## config.mk

```make
export PLATFORM = sky130hd
export DESIGN_NAME = guard_timer
export DESIGN_NICKNAME = d
export VERILOG_FILES = /design/src/rtl/gtm_pkg.sv /design/src/rtl/gtm_prescale.sv /design/src/rtl/gtm_svc_seq.sv /design/src/rtl/gtm_down_cnt.sv /design/src/rtl/guard_timer.sv
export SDC_FILE = /design/constraint.sdc
export NUM_CORES = 1
export LEC_CHECK = 0
export ABC_AREA = 1
export CAP_MARGIN = 10
export CELL_PAD_IN_SITES_DETAIL_PLACEMENT = 1
export CELL_PAD_IN_SITES_GLOBAL_PLACEMENT = 2
export CORE_ASPECT_RATIO = 0.9
export CORE_UTILIZATION = 28
export CTS_CLUSTER_SIZE = 40
export DETAILED_ROUTE_END_ITERATION = 7
export GPL_ROUTABILITY_DRIVEN = 0
export HOLD_SLACK_MARGIN = 0.08
export PLACE_DENSITY_LB_ADDON = 0.1
export SYNTH_ARGS = -nofsm -noshare
export SYNTH_HDL_FRONTEND = slang
export SYNTH_SLANG_ARGS = --single-unit
```

## constraint.sdc

```tcl
create_clock -name clk -period 1.7 [get_ports clk]
set_input_delay 0.34 -clock clk [delete_from_list [all_inputs] [get_ports clk]]
set_output_delay 0.34 -clock clk [all_outputs]
set_load 0.005 [all_outputs]
```

## src/rtl/gtm_pkg.sv

```systemverilog
package gtm_pkg;
   localparam logic [7:0] KEY_FIRST  = 8'hAA;
   localparam logic [7:0] KEY_SECOND = 8'h55;
   localparam int unsigned OFS_CTRL   = 0;
   localparam int unsigned OFS_RELOAD = 4;
   localparam int unsigned OFS_SVC    = 8;
   localparam int unsigned OFS_COUNT  = 12;
   typedef enum logic {SVC_IDLE, SVC_HALF} svc_state_e;
endpackage

```

## src/rtl/gtm_prescale.sv

```systemverilog
module gtm_prescale #(
   parameter int unsigned DIV = 4
) (
   input  logic clk,
   input  logic rst_n,
   output logic tick
);
   localparam int unsigned PW = (DIV > 1) ? $clog2(DIV) : 1;
   localparam logic [PW-1:0] LAST = PW'(DIV - 1);

   logic [PW-1:0] ph_q;

   if (DIV < 2) begin : g_bad_div
      $error("gtm_prescale: DIV must be at least 2");
   end

   if ((DIV & (DIV - 1)) == 0) begin : g_pow2
      always_ff @(posedge clk or negedge rst_n)
         if (!rst_n) ph_q <= '0;
         else        ph_q <= ph_q + PW'(1);
      assign tick = &ph_q;
   end else begin : g_cmp
      always_ff @(posedge clk or negedge rst_n)
         if (!rst_n)          ph_q <= '0;
         else if (ph_q == LAST) ph_q <= '0;
         else                 ph_q <= ph_q + PW'(1);
      assign tick = (ph_q == LAST);
   end

   // ticks never come back to back
   p_tick_gap_r5: assert property (@(posedge clk) disable iff (!rst_n)
      tick |=> !tick);
endmodule

```

## src/rtl/gtm_svc_seq.sv

```systemverilog
module gtm_svc_seq
   import gtm_pkg::*;
(
   input  logic       clk,
   input  logic       rst_n,
   input  logic       wr_en,
   input  logic       wr_is_svc,
   input  logic [7:0] wr_byte,
   output logic       svc_ok,
   output logic       svc_bad
);
   svc_state_e st_q, st_d;

   always_comb begin
      st_d    = st_q;
      svc_ok  = 1'b0;
      svc_bad = 1'b0;
      if (wr_en) begin
         if (st_q == SVC_IDLE) begin
            if (wr_is_svc && wr_byte == KEY_FIRST) st_d = SVC_HALF;
            else if (wr_is_svc)                    svc_bad = 1'b1;
         end else begin
            st_d = SVC_IDLE;
            if (wr_is_svc && wr_byte == KEY_SECOND) svc_ok  = 1'b1;
            else                                    svc_bad = 1'b1;
         end
      end
   end

   always_ff @(posedge clk or negedge rst_n)
      if (!rst_n) st_q <= SVC_IDLE;
      else        st_q <= st_d;

   // a verdict always returns the sequence to its start
   p_verdict_restarts_r8: assert property (@(posedge clk) disable iff (!rst_n)
      (svc_ok || svc_bad) |=> st_q == SVC_IDLE);
   p_verdict_excl_r4: assert property (@(posedge clk) disable iff (!rst_n)
      !(svc_ok && svc_bad));
endmodule

```

## src/rtl/gtm_down_cnt.sv

```systemverilog
module gtm_down_cnt #(
   parameter int unsigned W       = 24,
   parameter int unsigned RST_VAL = 255
) (
   input  logic         clk,
   input  logic         rst_n,
   input  logic         load,
   input  logic [W-1:0] load_val,
   input  logic         run,
   input  logic         tick,
   output logic [W-1:0] cnt,
   output logic         expire
);
   assign expire = run && tick && !load && (cnt == '0);

   always_ff @(posedge clk or negedge rst_n)
      if (!rst_n)          cnt <= W'(RST_VAL);
      else if (load)       cnt <= load_val;
      else if (run && tick) cnt <= (cnt == '0) ? load_val : cnt - W'(1);

   // an idle counter with no load does not move
   p_hold_idle_r3: assert property (@(posedge clk) disable iff (!rst_n)
      (!run && !load) |=> $stable(cnt));
   // no change between ticks unless loaded
   p_still_between_ticks_r5: assert property (@(posedge clk) disable iff (!rst_n)
      (!tick && !load) |=> $stable(cnt));
endmodule

```

## src/rtl/guard_timer.sv

```systemverilog
module guard_timer
   import gtm_pkg::*;
#(
   parameter int unsigned DATA_W  = 32,
   parameter int unsigned ADDR_W  = 4,
   parameter int unsigned CNT_W   = 24,
   parameter int unsigned PRE_DIV = 4,
   parameter int unsigned TC_MIN  = 255
) (
   input  logic              clk,
   input  logic              rst_n,
   input  logic              bus_we,
   input  logic [ADDR_W-1:0] bus_addr,
   input  logic [DATA_W-1:0] bus_wdata,
   output logic [DATA_W-1:0] bus_rdata,
   output logic              rst_req,
   output logic              timeout_flag
);
   localparam logic [CNT_W-1:0]  MIN_V = CNT_W'(TC_MIN);
   localparam logic [CNT_W-1:0]  MAX_V = '1;
   localparam logic [DATA_W-1:0] MAX_D = DATA_W'(MAX_V);

   if (CNT_W < 9 || DATA_W < CNT_W) begin : g_bad_width
      $error("guard_timer: counter must be 9..DATA_W bits");
   end
   if (ADDR_W < 4) begin : g_bad_addr
      $error("guard_timer: ADDR_W too small for the register map");
   end

   logic [1:0]       mode_q;
   logic [CNT_W-1:0] tc_q;
   logic             active_q, rst_req_q, flag_q;
   logic             tick, svc_ok, svc_bad, expire;
   logic [CNT_W-1:0] cnt;

   logic wr_ctrl, wr_reload, wr_svc;
   assign wr_ctrl   = bus_we && bus_addr == ADDR_W'(OFS_CTRL);
   assign wr_reload = bus_we && bus_addr == ADDR_W'(OFS_RELOAD);
   assign wr_svc    = bus_addr == ADDR_W'(OFS_SVC);

   gtm_prescale #(.DIV(PRE_DIV)) i_pre (
      .clk(clk), .rst_n(rst_n), .tick(tick));

   gtm_svc_seq i_seq (
      .clk(clk), .rst_n(rst_n), .wr_en(bus_we), .wr_is_svc(wr_svc),
      .wr_byte(bus_wdata[7:0]), .svc_ok(svc_ok), .svc_bad(svc_bad));

   gtm_down_cnt #(.W(CNT_W), .RST_VAL(TC_MIN)) i_cnt (
      .clk(clk), .rst_n(rst_n), .load(svc_ok), .load_val(tc_q),
      .run(active_q), .tick(tick), .cnt(cnt), .expire(expire));

   always_ff @(posedge clk or negedge rst_n)
      if (!rst_n) begin
         mode_q    <= '0;
         tc_q      <= MIN_V;
         active_q  <= 1'b0;
         rst_req_q <= 1'b0;
         flag_q    <= 1'b0;
      end else begin
         if (wr_ctrl)
            mode_q <= active_q ? (mode_q | bus_wdata[1:0]) : bus_wdata[1:0];
         if (wr_reload) begin
            if (bus_wdata > MAX_D)                 tc_q <= MAX_V;
            else if (bus_wdata < DATA_W'(MIN_V))   tc_q <= MIN_V;
            else                                   tc_q <= bus_wdata[CNT_W-1:0];
         end
         active_q  <= active_q | (svc_ok & mode_q[0]);
         rst_req_q <= mode_q[1] & ((svc_bad & active_q) | expire);
         flag_q    <= flag_q | expire;
      end

   always_comb begin
      bus_rdata = '0;
      case (bus_addr)
         ADDR_W'(OFS_CTRL):   bus_rdata[1:0]       = mode_q;
         ADDR_W'(OFS_RELOAD): bus_rdata[CNT_W-1:0] = tc_q;
         ADDR_W'(OFS_COUNT):  bus_rdata[CNT_W-1:0] = cnt;
         default:             bus_rdata            = '0;
      endcase
   end

   assign rst_req      = rst_req_q;
   assign timeout_flag = flag_q;

   // activation only follows a completed service sequence
   p_arm_needs_feed_r4: assert property (@(posedge clk) disable iff (!rst_n)
      $rose(active_q) |-> $past(svc_ok));
   // once active, stays active and control bits never clear
   p_active_sticky_r10: assert property (@(posedge clk) disable iff (!rst_n)
      active_q |=> active_q);
   p_mode_locked_r10: assert property (@(posedge clk) disable iff (!rst_n)
      active_q |=> (($past(mode_q) & ~mode_q) == 2'b00));
   // reload value never below the floor
   p_tc_floor_r2: assert property (@(posedge clk) disable iff (!rst_n)
      tc_q >= MIN_V);
   // expiry flag is sticky
   p_flag_sticky_r6: assert property (@(posedge clk) disable iff (!rst_n)
      flag_q |=> flag_q);
   // a reset request needs reset-on-expiry selected
   p_req_needs_sel_r7: assert property (@(posedge clk) disable iff (!rst_n)
      rst_req_q |-> $past(mode_q[1]));
endmodule

```

# ---- Yosys cells after proc, flatten, opt, wreduce, memory -nomap -nowiden
# Cells that the tools add are included.
dict set report word_totals {
  register_bits 56
  latchBits 0
  ramBits 0
  rom_bits 0
  input_bits 39
  out_inout_bits 34
  elab_cells 54
  n_memories 0
}
dict set report classes {
  addsub 2
  multipliers 0
  n_div 0
  n_lt_le_gt_ge 2
  eq_ne 5
  n_shift 0
  muxes 18
  bitwise_logic 7
  reduce_logical 12
}
# op count
set op_table {}
lappend op_table {{$mux W24} 5}
lappend op_table {{$pmux W22 S2} 1}
lappend op_table {{$gt A32 B24 Y1 const B} 1}
lappend op_table {{$lt A32 B8 Y1 const B} 1}
lappend op_table {{$logic_not A24 Y1} 1}
lappend op_table {{$sub A24 B1 Y24 const B} 1}
lappend op_table {{$mux W1} 10}
lappend op_table {{$eq A4 B4 Y1 const B} 2}
lappend op_table {{$eq A8 B7 Y1 const B} 1}
lappend op_table {{$eq A8 B8 Y1 const B} 1}
lappend op_table {{$logic_and A1 B1 Y1} 7}
lappend op_table {{$pmux W2 S3} 1}
lappend op_table {{$eq A4 B3 Y1 const B} 1}
lappend op_table {{$logic_not A4 Y1} 1}
lappend op_table {{$and A1 B1 Y1} 3}
lappend op_table {{$or A1 B1 Y1} 3}
lappend op_table {{$add A2 B1 Y2 const B} 1}
lappend op_table {{$mux W2} 1}
lappend op_table {{$or A2 B2 Y2} 1}
lappend op_table {{$reduce_and A2 Y1} 1}
lappend op_table {{$reduce_bool A2 Y1} 1}
lappend op_table {{$logic_not A1 Y1} 1}

# ---- Longest topological paths before layout
# Gate-level depths: netlist (run 1).
dict set report logic_depth {
  depth_word 10
  ltp_mapped 11
}

# ---- Cells and area by module
# Synthesis (run 1) repeated with hierarchy kept, for this count alone.
dict set report unflattened {
  hier_cells 622
  area_unflattened_um2 4021.4
}
# module n_inst cells_each area_each_um2
set by_module_without_submodules {}
lappend by_module_without_submodules {gtm_down_cnt 1 339 2034.5}
lappend by_module_without_submodules {guard_timer 1 246 1762.9}
lappend by_module_without_submodules {gtm_svc_seq 1 33 157.7}
lappend by_module_without_submodules {gtm_prescale 1 4 66.3}

# ---- Worst setup path after synthesis (run 1)
# Ideal clock, no wire load.
dict set report synth_path {
  path_type {reg-to-reg}
  start {reg i_cnt.cnt[0]}
  end {reg i_cnt.cnt[19]}
  setup_ns 0.117
  arrival_ns 1.398
  required_ns 1.583
  slack_ns 0.184
  stages_incl_launch_ff 12
  path_cell_list {dfstp_2 inv_1 ha_1 nand3_1 nor2_1 nand3_2 nand2_2 buf_6 inv_1 nand2_1 nand3_1 nand2_1}
}
dict set report synth_via {
  elab_chain_len 4
  word_cells_on_any_way 5
}
# element line
set synth_lines {}
lappend synth_lines {{from (decl)} gtm_down_cnt.sv:11} ;# output logic [W-1:0] cnt,
lappend synth_lines {{from (signal assigned)} gtm_down_cnt.sv:17} ;# if (!rst_n) cnt <= W'(RST_VAL);
lappend synth_lines {{from (signal assigned)} gtm_down_cnt.sv:18} ;# else if (load) cnt <= load_val;
lappend synth_lines {{from (signal assigned)} gtm_down_cnt.sv:19} ;# else if (run && tick) cnt <= (cnt == '0) ? load_val : cnt - W'(1);
lappend synth_lines {{$sub A24 B1 Y24 / $logic_not A24 Y1 (equally long branches)} gtm_down_cnt.sv:19}
lappend synth_lines {{$mux W24 * (2 in series)} gtm_down_cnt.sv:19}
lappend synth_lines {{$mux W24 *} gtm_down_cnt.sv:18}
# Every way passes the cells marked *; elsewhere a longest branch is shown, timed or not. The select of a mux whose other input is x is not followed.
# A chain may end at the register's enable or synchronous reset.

# ---- Final worst setup path (run 1)
dict set report layout_path {
  start {reg i_cnt.cnt[2]}
  end {out bus_rdata[2]}
}
dict set report layout_via {
  elab_chain_len 1
}
# element line
set layout_lines {}
lappend layout_lines {{$pmux W22 S2} guard_timer.sv:74} ;# case (bus_addr)
lappend layout_lines {{to (decl)} guard_timer.sv:15} ;# output logic [DATA_W-1:0] bus_rdata,
# Every way passes these cells.

==> out/metrics.csv, run 1 <==
stage,metric,value,unit
outcome,outcome,"complete, no violations",
route,drcViolationCount,0,
route,wl_met2,6640,um
route,firstDrtPassIters,4,
layout,final_util,0.427,
layout,drive_above_1_share,0.286,
timing,period_minus_slack,1.68,ns
route,wl_met1,7350,um
placement,dp_hpwl,11300,um
grt,grt_start_max_net_pins,42,
placement,io_buffer_count,64,
route,vias,4209,
worst_setup_path,path_class,flip-flop to output pin,
grt,overflow,0,
timing,min_period_over_period,0.986,
worst_setup_path,worst-endpoint-required,1.36,ns
placement,place_area,0.00506,mm^2
layout,stdcell_area,0.00552,mm^2
logic_synthesis,synth_edf_count,0,
logic_synthesis,synthesis.area,0.00379,mm^2
flow_run,drv_cap,0,
power_and_ir_drop,power_frac_comb,0.193,
floorplanning,coreArea,0.0129,mm^2
route,drtIter0Drc,175,
route,finalWirelength,14700,um
route,avgRoutedWirePerCell,16.9,um
layout,fillers,1649,
clock_tree,clockBufferDepth,2,
power_and_ir_drop,peakVddDrop,0.402,mV
worst_setup_path,cp_max_fo,4,
logic_synthesis,synth-seq-cells,56,
logic_synthesis,synth.avg_cell_area,6.70,um^2
clock_tree,cts_tree,built,
power_and_ir_drop,clock_power_share,0.353,
placement,post-place-ws,-0.695,ns
grt,antenna_found_initial,0,
logic_synthesis,ys_seq_area_frac,0.375,
layout,nets,743,
floorplanning,start_util,0.293,
logic_synthesis,yosysMostFrequentCell,nand2_1,
floorplanning,die_w,125,um
logic_synthesis,synth_cell_types,31,
power_and_ir_drop,p_leak,2.71,nW
logic_synthesis,synthTopCellsByCount,"164 x nand2_1, 80 x inv_1, 62 x nor2_1, 50 x nand3_1, 40 x dfrtp_1",
layout,num_antenna_cells,0,
logic_synthesis,synth_ff_type,dfrtp_1,
worst_setup_path,worstSetupEndpointType,output pin,
clock_tree,clk_pin_slew,0.08,ns
clock_tree,cts_num_sinks,56,
grt,grt_pass1_vias,4406,
power_and_ir_drop,p_sw_frac,0.272,
timing,setup_viol,0,
worst_setup_path,cp.arrival,1.34,ns
clock_tree,clkLatencyLatePin,0.30,ns
grt,grt_pass1_wl,23100,um
logic_synthesis,netlist.area_leader.share,0.264,
logic_synthesis,ys_async_sr_fraction,1.00,
floorplanning,rows,39,
timing,rsz0062_at_grt,true,
timing,hold_viol_final,0,
route,top_layer_used,met4,
floorplanning,io_pins,73,
timing,drv_slew,0,
timing,timing.fmax,597,MHz
clock_tree,h-tree-depth,2,
timing,tns,0,ns
grt,grtUsageTotal,0.211,
logic_synthesis,ys_warn_count,0,
power_and_ir_drop,seqPwrFrac,0.454,
power_and_ir_drop,switching_power,0.881,mW
clock_tree,cts_buffers,5,
route,via_per_inst,4.86,
worst_setup_path,cp-start-kind,flip-flop,
logic_synthesis,synth_cells,565,
logic_synthesis,yosysTopAreaCell,dfrtp_1,
power_and_ir_drop,power_density,587,mW/mm^2
timing,layout_setup_ws,0.0242,ns
layout,syn_to_final_growth,45.8,%
route,routed-wl-met3,519,um
power_and_ir_drop,internal-power,2.36,mW
timing,fin_skew,0.0124,ns
floorplanning,die-area,0.0140,mm^2
floorplanning,die-height,112,um
route,ant_nets,0,
clock_tree,root_buffer,clkbuf_16,
logic_synthesis,synth_area_leaders,"dfrtp_1 26%, nand2_1 16%, dfstp_2 11%",
timing,holdWs,0.428,ns
hold_path,min_path_type,flip-flop to flip-flop,
==> final timing paths <==
check,from,to,slack [ns],cells past startpoint
worst max-delay path,i_cnt.cnt[2]$_DFFE_PN1P_,bus_rdata[2],0.02,3
worst min-delay path,i_pre.ph_q[0]$_DFF_PN0_,i_pre.ph_q[0]$_DFF_PN0_,0.43,1
worst max register to register,i_cnt.cnt[1]$_DFFE_PN1P_,i_cnt.cnt[21]$_DFFE_PN0P_,0.09,10
worst min register to register,i_pre.ph_q[0]$_DFF_PN0_,i_pre.ph_q[0]$_DFF_PN0_,0.43,1
max in group asynchronous,rst_n,tc_q[2]$_DFFE_PN1P_,0.54,3
min in group asynchronous,rst_n,i_cnt.cnt[13]$_DFFE_PN0P_,0.51,2
==> registers in the layout, indices dropped and copies added (netlist names) <==
name,cells
active_q,1
i_cnt.cnt,24
i_pre.ph_q,2
i_seq.st_q,1
mode_q,2
rst_req,1
tc_q,24
timeout_flag,1
==> cell families (layout without fill, tap and decap cells) <==
family / after synthesis / in the layout / synth area share
buf+inv: 108 / 237 / 0.126
xor+xnor: 4 / 4 / 0.00925
fa+ha+maj: 3 / 3 / 0.00991
other cells: 1 / 8 / 0.000990
flops: 56 / 56 / 0.375
compound gates: 81 / 81 / 0.119
simple gates: 312 / 313 / 0.360
==> power by group through the flow <==
stage                     Clock [mW]  Sequential, mW  Combinational (mW)
after floorplan                    0            1.49               0.205
after global placement             0            1.50               0.590
after detailed placement           0            1.50               0.601
after CTS                       1.18            1.47               0.624
after global routing            1.23            1.48               0.684
final                           1.14            1.47               0.626
==> metrics by stage <==
step / total power, mW / std cells
finish: 3.24 / 866
global placement: 2.09 / 847
global route: 3.40 / 866
CTS: 3.28 / 864
floorplan: 1.69 / 572
detailed placement: 2.10 / 847
==> repair_timing <==
action                                  in CTS  in global routing
hold buffers                                 1                  0
gates cloned                                 2                  1
setup buffers                                6                  2
endpoints found under the setup margin      48                 50
hold endpoints to repair                     5                  0
pin swaps                                    6                  9
gates resized for setup                    122                 61
==> critical path, cell delays in order, from the launching register on <==
cell	delay, ns
dfstp_2	0.57
inv_1	0.07
o22ai_1	0.17
clkdlybuf4s15_1	0.23
==> layout by cell type (no fill, tap or decap), types with 3 or more instances in the layout <==
| cell | n |
|---|---|
| a21oi_2 | 4 |
| buf_12 | 5 |
| buf_2 | 15 |
| buf_4 | 69 |
| buf_6 | 7 |
| clkbuf_16 | 6 |
| clkbuf_2 | 8 |
| clkdlybuf4s15_2 | 3 |
| clkdlybuf4s50_1 | 30 |
| conb_1 | 8 |
| dfrtp_1 | 36 |
| dfrtp_2 | 4 |
| dfstp_2 | 16 |
| dlymetal6s2s_1 | 5 |
| inv_1 | 75 |
| inv_2 | 6 |
| nand2_1 | 156 |
| nand2_2 | 10 |
| nand3_1 | 47 |
| nand3_2 | 4 |
| nand4_1 | 18 |
| nor2_1 | 51 |
| nor2_2 | 13 |
| nor2_4 | 7 |
| o21ai_0 | 38 |
| o21ai_1 | 6 |
| o22ai_1 | 16 |
| o22ai_2 | 6 |
| o22ai_4 | 3 |
| xor2_1 | 3 |
==> final cells by class <==
class	instances	area [um^2]	share of cell area
Multi-Input combinational cell	409	2170	0.393
Sequential cell	56	1430	0.258
Timing Repair Buffer	145	1240	0.224
Inverter	84	325	0.0589
Tap cell	164	205	0.0372
Clock buffer	8	158	0.0286
==> routing by layer <==
layer / vias up / track usage
met5: - / 0
met4: 0 / 0.0394
met3: 14 / 0.0338
met2: 74 / 0.337
met1: 2051 / 0.301
li1: 2070 / -
Power figures use the tool's default switching activity.
==> run 2, diff against run 1 <==
- REMOVE_ABC_BUFFERS: default -> 1
==> out/metrics.csv, run 2 (synthesis results as in run 1) <==
stage,metric,value,unit
layout,layout_commonest_cell,nand2_1,
power_and_ir_drop,power_density,591,mW/mm^2
layout,stdcell_area,0.00547,mm^2
clock_tree,cts_tree,built,
layout,syn_to_final_growth,44.3,%
clock_tree,h-tree-depth,2,
floorplanning,die-area,0.0140,mm^2
worst_setup_path,worst-endpoint-required,1.36,ns
outcome,outcome,"complete, no violations",
power_and_ir_drop,clock_power_share,0.361,
grt,overflow,0,
placement,dp_hpwl,11200,um
layout,nets,740,
flow_run,drv_cap,0,
floorplanning,die-height,112,um
route,firstDrtPassIters,4,
route,via_per_inst,4.81,
grt,grt_pass1_wl,23000,um
worst_setup_path,cp-start-kind,primary input,
power_and_ir_drop,p_sw_frac,0.299,
placement,post-place-ws,-0.651,ns
power_and_ir_drop,power_frac_comb,0.184,
placement,dp.cells,849,
power_and_ir_drop,internal-power,2.27,mW
layout,drive_above_1_share,0.288,
layout,seq_area,0.00143,mm^2
clock_tree,cts_num_sinks,56,
grt,grt_start_max_net_pins,57,
clock_tree,cts_buffers,5,
floorplanning,io_pins,73,
route,finalWirelength,14500,um
power_and_ir_drop,seqPwrFrac,0.456,
worst_setup_path,worstSetupEndpointType,output pin,
route,ant_nets,0,
clock_tree,clkLatencyLatePin,0.31,ns
timing,setup_viol,0,
timing,period_minus_slack,1.66,ns
floorplanning,die_w,125,um
worst_setup_path,cp.arrival,1.32,ns
route,vias,4148,
grt,grtUsageTotal,0.210,
clock_tree,root_buffer,clkbuf_16,
timing,holdWs,0.446,ns
grt,grt_pass1_vias,4225,
layout,num_antenna_cells,0,
floorplanning,rows,39,
floorplanning,coreArea,0.0129,mm^2
power_and_ir_drop,peakVddDrop,0.380,mV
clock_tree,clk_pin_slew,0.08,ns
power_and_ir_drop,p_leak,2.69,nW
layout,fillers,1648,
worst_setup_path,cp_max_fo,7,
timing,hold_viol_final,0,
layout,final_util,0.423,
power_and_ir_drop,switching_power,0.965,mW
layout,layoutNonFillerInstCount,863,
route,avgRoutedWirePerCell,16.8,um
timing,drv_slew,0,
timing,fin_skew,0.00944,ns
worst_setup_path,path_class,primary input to output pin,
placement,io_buffer_count,64,
timing,min_period_over_period,0.974,
layout,reg_top3,"i_cnt.cnt: 24 flops, tc_q: 24 flops",
power_and_ir_drop,finalPower,3.23,mW
timing,timing.fmax,604,MHz
timing,rsz0062_at_grt,true,
timing,layout_setup_ws,0.0439,ns
grt,antenna_found_initial,0,
floorplanning,start_util,0.293,
route,drcViolationCount,0,
route,drtIter0Drc,178,
layout,multi_input_comb_area,0.00213,mm^2
hold_path,min_path_type,flip-flop to flip-flop,
timing,tns,0,ns
layout,mostFrequentLayoutCells,"155 x nand2_1, 74 x inv_1, 66 x buf_4, 48 x nor2_1, 47 x nand3_1",
clock_tree,clockBufferDepth,2,
placement,place_area,0.00509,mm^2
==> run 2: cell types whose count changed in the layout (fill, tap and decap cells not counted), sizes merged <==
| cell | before | now |
|---|---|---|
| buf | 96 | 97 |
| clkbuf | 16 | 12 |
| clkdlybuf4s15 | 5 | 3 |
| clkdlybuf4s50 | 30 | 33 |
| dlymetal6s2s | 5 | 2 |
| inv | 84 | 87 |
| nand2 | 169 | 168 |
==> run 2: per-layer routing <==
| metal | share of wire | vias to the layer above | global-route usage |
|---|---|---|---|
| met5 | 0 | - | 0 |
| met4 | 0.0073 | 0 | 0.0378 |
| met3 | 0.026 | 9 | 0.0334 |
| met2 | 0.45 | 68 | 0.323 |
| met1 | 0.52 | 2004 | 0.313 |
| li1 | - | 2067 | - |
==> run 2: path summary, 6_finish.rpt <==
kind | start | end | slack, ns | depth (start not counted)
max | bus_addr[1] | bus_rdata[23] | 0.04 | 6
max reg2reg | i_cnt.cnt[11]$_DFFE_PN0P_ | rst_req$_DFF_PN0_ | 0.09 | 8
min | i_pre.ph_q[0]$_DFF_PN0_ | i_pre.ph_q[0]$_DFF_PN0_ | 0.45 | 1
min reg2reg | i_pre.ph_q[0]$_DFF_PN0_ | i_pre.ph_q[0]$_DFF_PN0_ | 0.45 | 1
max in group asynchronous | rst_n | tc_q[7]$_DFFE_PN1P_ | 0.81 | 3
min in group asynchronous | rst_n | i_cnt.cnt[18]$_DFFE_PN0P_ | 0.55 | 3
==> run 2: repair_timing <==
item | CTS | global route
endpoints found under the hold margin | 40 | 0
gates resized for setup | 115 | 68
buffers inserted | 1 | 3
pin swaps | 3 | 8
cloned | 0 | 1
setup endpoints to repair | 49 | 50
hold buffers | 1 | 0
==> run 2: critical path, stage by stage <==
cell	delay, ns
clkbuf_2	0.12
nor2_4	0.16
nand3_4	0.14
buf_12	0.17
o22ai_1	0.16
clkdlybuf4s15_2	0.22
==> run 2: power by group through the flow <==
stage | clock network [mW] | logic [mW] | registers [mW]
after global routing | 1.26 | 0.645 | 1.48
after CTS | 1.20 | 0.585 | 1.47
after global placement | 0 | 0.582 | 1.50
final | 1.17 | 0.594 | 1.47
after floorplan | 0 | 0.190 | 1.49
after detailed placement | 0 | 0.590 | 1.50
==> run 2: layout make-up <==
cell class	count	area share
clock buffers	5	0.0229
clock inverters	3	0.00526
inverters	84	0.0600
multi-input cells	408	0.390
flip-flops and latches	56	0.261
well taps	164	0.0375
repair buffers	143	0.223
